<file path="config.mk">
export PLATFORM = sky130hd
export DESIGN_NAME = insn_decoder
export DESIGN_NICKNAME = d
export VERILOG_FILES = /design/src/rtl/insn_decoder.sv
export SDC_FILE = /design/constraint.sdc
export NUM_CORES = 1
export LEC_CHECK = 0
export ABC_AREA = 1
export BUFFER_PORTS_ARGS = -buffer_cell sky130_fd_sc_hd__buf_2
export CAP_MARGIN = 20
export CORE_UTILIZATION = 50
export CTS_CLUSTER_SIZE = 24
export DETAILED_ROUTE_END_ITERATION = 8
export PLACE_DENSITY = 0.88
export SETUP_SLACK_MARGIN = 0.15
export SYNTH_ARGS = -nofsm -noshare
export SYNTH_HDL_FRONTEND = slang
export SYNTH_SLANG_ARGS = --single-unit
export TNS_END_PERCENT = 10
</file>
<file path="constraint.sdc">
create_clock -name clk -period 1.4 [get_ports clk]
set_input_delay 0.42 -clock clk [delete_from_list [all_inputs] [get_ports clk]]
set_output_delay 0.42 -clock clk [all_outputs]
set_load 0.03 [all_outputs]
</file>
<file path="src/rtl/insn_decoder.sv">
module insn_decoder (
  input  logic        clk,
  input  logic        rst_n,
  input  logic        in_valid,
  input  logic [15:0] instr,
  output logic        out_valid,
  output logic [1:0]  fmt,
  output logic [3:0]  op,
  output logic [3:0]  src_reg,
  output logic [3:0]  dst_reg,
  output logic        byte_op,
  output logic [2:0]  src_mode,
  output logic [2:0]  dst_mode,
  output logic        const_en,
  output logic [15:0] const_val,
  output logic [1:0]  ext_words,
  output logic [15:0] jmp_off
);
  localparam logic [2:0] M_REG = 3'd0, M_IDX = 3'd1, M_IND = 3'd2, M_INC = 3'd3,
                         M_SYM = 3'd4, M_ABS = 3'd5, M_IMM = 3'd6, M_CON = 3'd7;
  localparam logic [1:0] F_BAD = 2'd0, F_TWO = 2'd1, F_ONE = 2'd2, F_JMP = 2'd3;

  wire       is_jmp = instr[15:13] == 3'b001;
  wire       is_one = instr[15:10] == 6'b000100;
  wire       is_two = |instr[15:14];
  wire [3:0] sreg   = is_two ? instr[11:8] : instr[3:0];
  wire [1:0] as_b   = instr[5:4];

  logic [1:0]  n_fmt;
  logic [3:0]  n_op, n_sreg, n_dreg;
  logic        n_byte, n_cen;
  logic [2:0]  s_mode, d_mode, n_smode, n_dmode;
  logic [15:0] s_con, n_cval, n_off;
  logic [1:0]  n_ext;

  always_comb begin
    s_con = 16'h0;
    unique case (sreg)
      4'd0: s_mode = (as_b == 2'b01) ? M_SYM : (as_b == 2'b11) ? M_IMM : {1'b0, as_b};
      4'd2: begin
        s_mode = (as_b == 2'b00) ? M_REG : (as_b == 2'b01) ? M_ABS : M_CON;
        s_con  = (as_b == 2'b10) ? 16'd4 : (as_b == 2'b11) ? 16'd8 : 16'd0;
      end
      4'd3: begin
        s_mode = M_CON;
        s_con  = (as_b == 2'b11) ? 16'hFFFF : {14'd0, as_b};
      end
      default: s_mode = {1'b0, as_b};
    endcase
  end

  always_comb begin
    if (!instr[7])              d_mode = M_REG;
    else if (instr[3:0] == 4'd0) d_mode = M_SYM;
    else if (instr[3:0] == 4'd2) d_mode = M_ABS;
    else                         d_mode = M_IDX;
  end

  always_comb begin
    n_fmt = F_BAD; n_op = '0; n_sreg = '0; n_dreg = '0; n_byte = 1'b0;
    n_smode = M_REG; n_dmode = M_REG; n_cen = 1'b0; n_cval = '0; n_off = '0;
    if (is_two) begin
      n_fmt = F_TWO; n_op = instr[15:12]; n_sreg = instr[11:8]; n_dreg = instr[3:0];
      n_byte = instr[6]; n_smode = s_mode; n_dmode = d_mode;
    end else if (is_one) begin
      n_fmt = F_ONE; n_op = {1'b0, instr[9:7]}; n_sreg = instr[3:0]; n_dreg = instr[3:0];
      n_byte = instr[6]; n_smode = s_mode;
    end else if (is_jmp) begin
      n_fmt = F_JMP; n_op = {1'b0, instr[12:10]};
      n_off = {{5{instr[9]}}, instr[9:0], 1'b0};
    end
    if (n_smode == M_CON) begin
      n_cen  = 1'b1;
      n_cval = s_con;
    end
    n_ext = 2'(n_smode == M_IDX || n_smode == M_SYM || n_smode == M_ABS || n_smode == M_IMM)
          + 2'(n_dmode != M_REG);
  end

  always_ff @(posedge clk or negedge rst_n) begin
    if (!rst_n) begin
      out_valid <= 1'b0; fmt <= '0; op <= '0; src_reg <= '0; dst_reg <= '0;
      byte_op <= 1'b0; src_mode <= '0; dst_mode <= '0; const_en <= 1'b0;
      const_val <= '0; ext_words <= '0; jmp_off <= '0;
    end else begin
      out_valid <= in_valid;
      if (in_valid) begin
        fmt <= n_fmt; op <= n_op; src_reg <= n_sreg; dst_reg <= n_dreg;
        byte_op <= n_byte; src_mode <= n_smode; dst_mode <= n_dmode;
        const_en <= n_cen; const_val <= n_cval; ext_words <= n_ext; jmp_off <= n_off;
      end
    end
  end
endmodule


</file>
==> metrics.txt <==
outcome finished, violations left; failing checks setup timing; Clock Latency Late Sink 0.29 ns; vias post-DR 2185; Die W 63.9 um; setup ws final -0.374 ns; FP Rows 22; critical path class in -> reg; fin nets 363; Hold Slack 0.0753 ns; Top reg by flops jmp_off; die area 0.00408 sq mm; Ant. Diodes 0; top cell type's share of synthesized area 51.0%; final hold violations 0; Syn Area/Cell 8.21 sq um; sequential area share after synthesis 51.0%; RR Startpoint fmt[0]$_DFFE_PN0P_; max reg flops 10; global-route wire length before repair 9970 um; total global routing track utilization 32.7%; setup_tns -2.27 ns; HPWL after DPL 3630 um; Final setup viols 11; RSZ-0062 raised after global routing true; maximum clock insertion buffer count 2; DRC viols 0; area grow syn2layout 67.7%; synthesized instance count 233; layout cell share with drive strength beyond 1 53.5%; biggest regs jmp_off: 10 flops, const_val: 5 flops; Final Cycle Share 127%; grt ovf 0; largest net degree at the start of global routing 40; Fillers 153; WP buf/inv 3; Max-cap violations 0; worst hold path type in -> async; detailed-route wire length per cell 18.5 um; antenna violations before repair 0; Cell Chain, Critical Path buf_12 -> nor2_4 -> buf_6 -> nand2_4 -> nand2_2 -> nor2_4 -> o21ai_4 -> nand2_2 -> nand2_2 -> nand2_2 -> nand2_1 -> nand2_1 -> inv_1 -> ha_2 -> nand2_1 -> nand2_1; Final min period 1.77 ns; Top Family by Delay on Critical Path simple AND/OR/NAND/NOR gates; Lkg Pwr 1.69 nW; final slew viol count 0; H-tree depth 2; Synth warnings 0; CTS Buf Count 5; count of cell types in the netlist 26; core area 0.00366 sq mm; GP Congestion 0.902; CP Launch Type input port; crit-path max FO 5; Multi-input gate area 896 sq um; Post-Route WL 7240 um; root buffer cell clkbuf_8; die span in y 63.9 um; Seq. cell area 978 sq um; DR iter-0 viols 246; Initial Util 52.3%; crit path DAT 1.96 ns; buffers added on ports 73; Worst EP required 1.59 ns; drt via density 5.57; placed cell areas 0.00252 sq mm; I/O pin count 76; Synth Cell Area 0.00191 sq mm; antenna-violating nets left 0; Setup crit start instr[14]; Largest stage delay, worst path 0.26 ns; commonest non-fill, non-tap cells in the layout nand2_1 (60), buf_6 (49), buf_4 (46); Design Area, Final 0.00321 sq mm; CP endpoint kind register; drt pass-1 iters 5; Crit-path slowest cell ha_2; Fmax 564 MHz; CTS sink count 39; largest area contributor in the netlist dfrtp_1; CTS tree done; #FFs+latches synth 39; skew final 0 ns; maximum vdd drop 592 uV; vias in the first global route 2072; Power Density 938 mW/mm^2; synth top area cells dfrtp_1 (51%), nand2_1 (16%), buf_4 (7.1%); CTS clk-pin slew, worst paths 0.07 ns; cts hold-fix bufs 0; most common cell after layout, fill and taps aside nand2_1
-- final timing paths --
kind / end / slack [ns] / depth (start not counted)
max in group asynchronous: const_val[14]$_DFFE_PN0P_ / 1.12 / 2
min in group clk: out_valid$_DFF_PN0_ / 0.38 / 1
max: ext_words[0]$_DFFE_PN0P_ / -0.37 / 16
max reg2reg: fmt[0]$_DFFE_PN0P_ / 0.62 / 2
min: jmp_off[3]$_DFFE_PN0P_ / 0.08 / 2
min reg2reg: const_val[1]$_DFFE_PN0P_ / 0.50 / 2
-- worst register-to-register path, cell delays in order (launching register included) --
cell and delay (ns):
dfrtp_1 0.41, a21oi_1 0.14, o21ai_0 0.10
-- power breakdown --
part | internal (W) | total (W) | switching, W
logic | 0.000382 | 0.000906 | 0.000524
registers | 0.00120 | 0.00127 | 0.0000662
clock network | 0.000449 | 0.000833 | 0.000384
total | 0.00203 | 0.00301 | 0.000974
-- metal layers --
metal	global-route usage [%]	part of all wire (%)
met5	0	0
met4	22.7	5.7
met3	6.07	7.2
met2	54.8	50
met1	37.7	37
-- final cells by class --
cell class | count | area share, %
inverters | 19 | 2.38
multi-input cells | 152 | 27.9
clock buffers | 8 | 3.12
well taps | 48 | 1.87
repair buffers | 126 | 34.2
flip-flops and latches | 39 | 30.5
-- through the flow --
stage	total power, W	instances	utilization, %	setup WS [ns]
5_1_grt	0.00311	392	87.6	-0.446
4_1_cts	0.00288	386	81.9	-0.198
2_1_floorplan	0.00164	234	-	-0.333
6_report	0.00301	392	87.6	-0.374
3_5_place_dp	0.00191	369	68.8	-0.603
3_3_place_gp	0.00189	369	68.8	-0.501
-- cells in the mapped netlist --
cell type / count
o211ai_2: 1
ha_1: 1
a21oi_2: 1
nor4_1: 1
nand2_2: 3
o22ai_1: 1
a21oi_4: 1
buf_1: 1
nor2_1: 11
o311ai_0: 1
nand3_1: 13
buf_4: 18
nor2_4: 2
o21ai_1: 4
o41ai_1: 1
a21oi_1: 2
nor3_1: 1
dfrtp_1: 39
conb_1: 1
inv_2: 3
clkbuf_1: 5
o21ai_0: 21
nand2_4: 1
nand2_1: 80
a31oi_1: 4
inv_1: 16
-- repair_timing --
item | CTS | global route
resized for setup | 102 | 45
gates cloned | 0 | 0
endpoints found under the setup margin | 68 | 71
pin swaps | 18 | 17
setup buffers | 9 | 6
-- kinds of logic after synthesis --
group / count (synthesis) / share of synthesized area, %
AND/OR/NAND/NOR: 112 / 24.6
adder cells (fa/ha/maj): 1 / 0.654
AO/OA/AOI/OAI: 37 / 11.6
other: 1 / 0.196
flip-flops: 39 / 51.0
buffers and inverters: 43 / 12.0
Power figures use the tool's default switching activity.
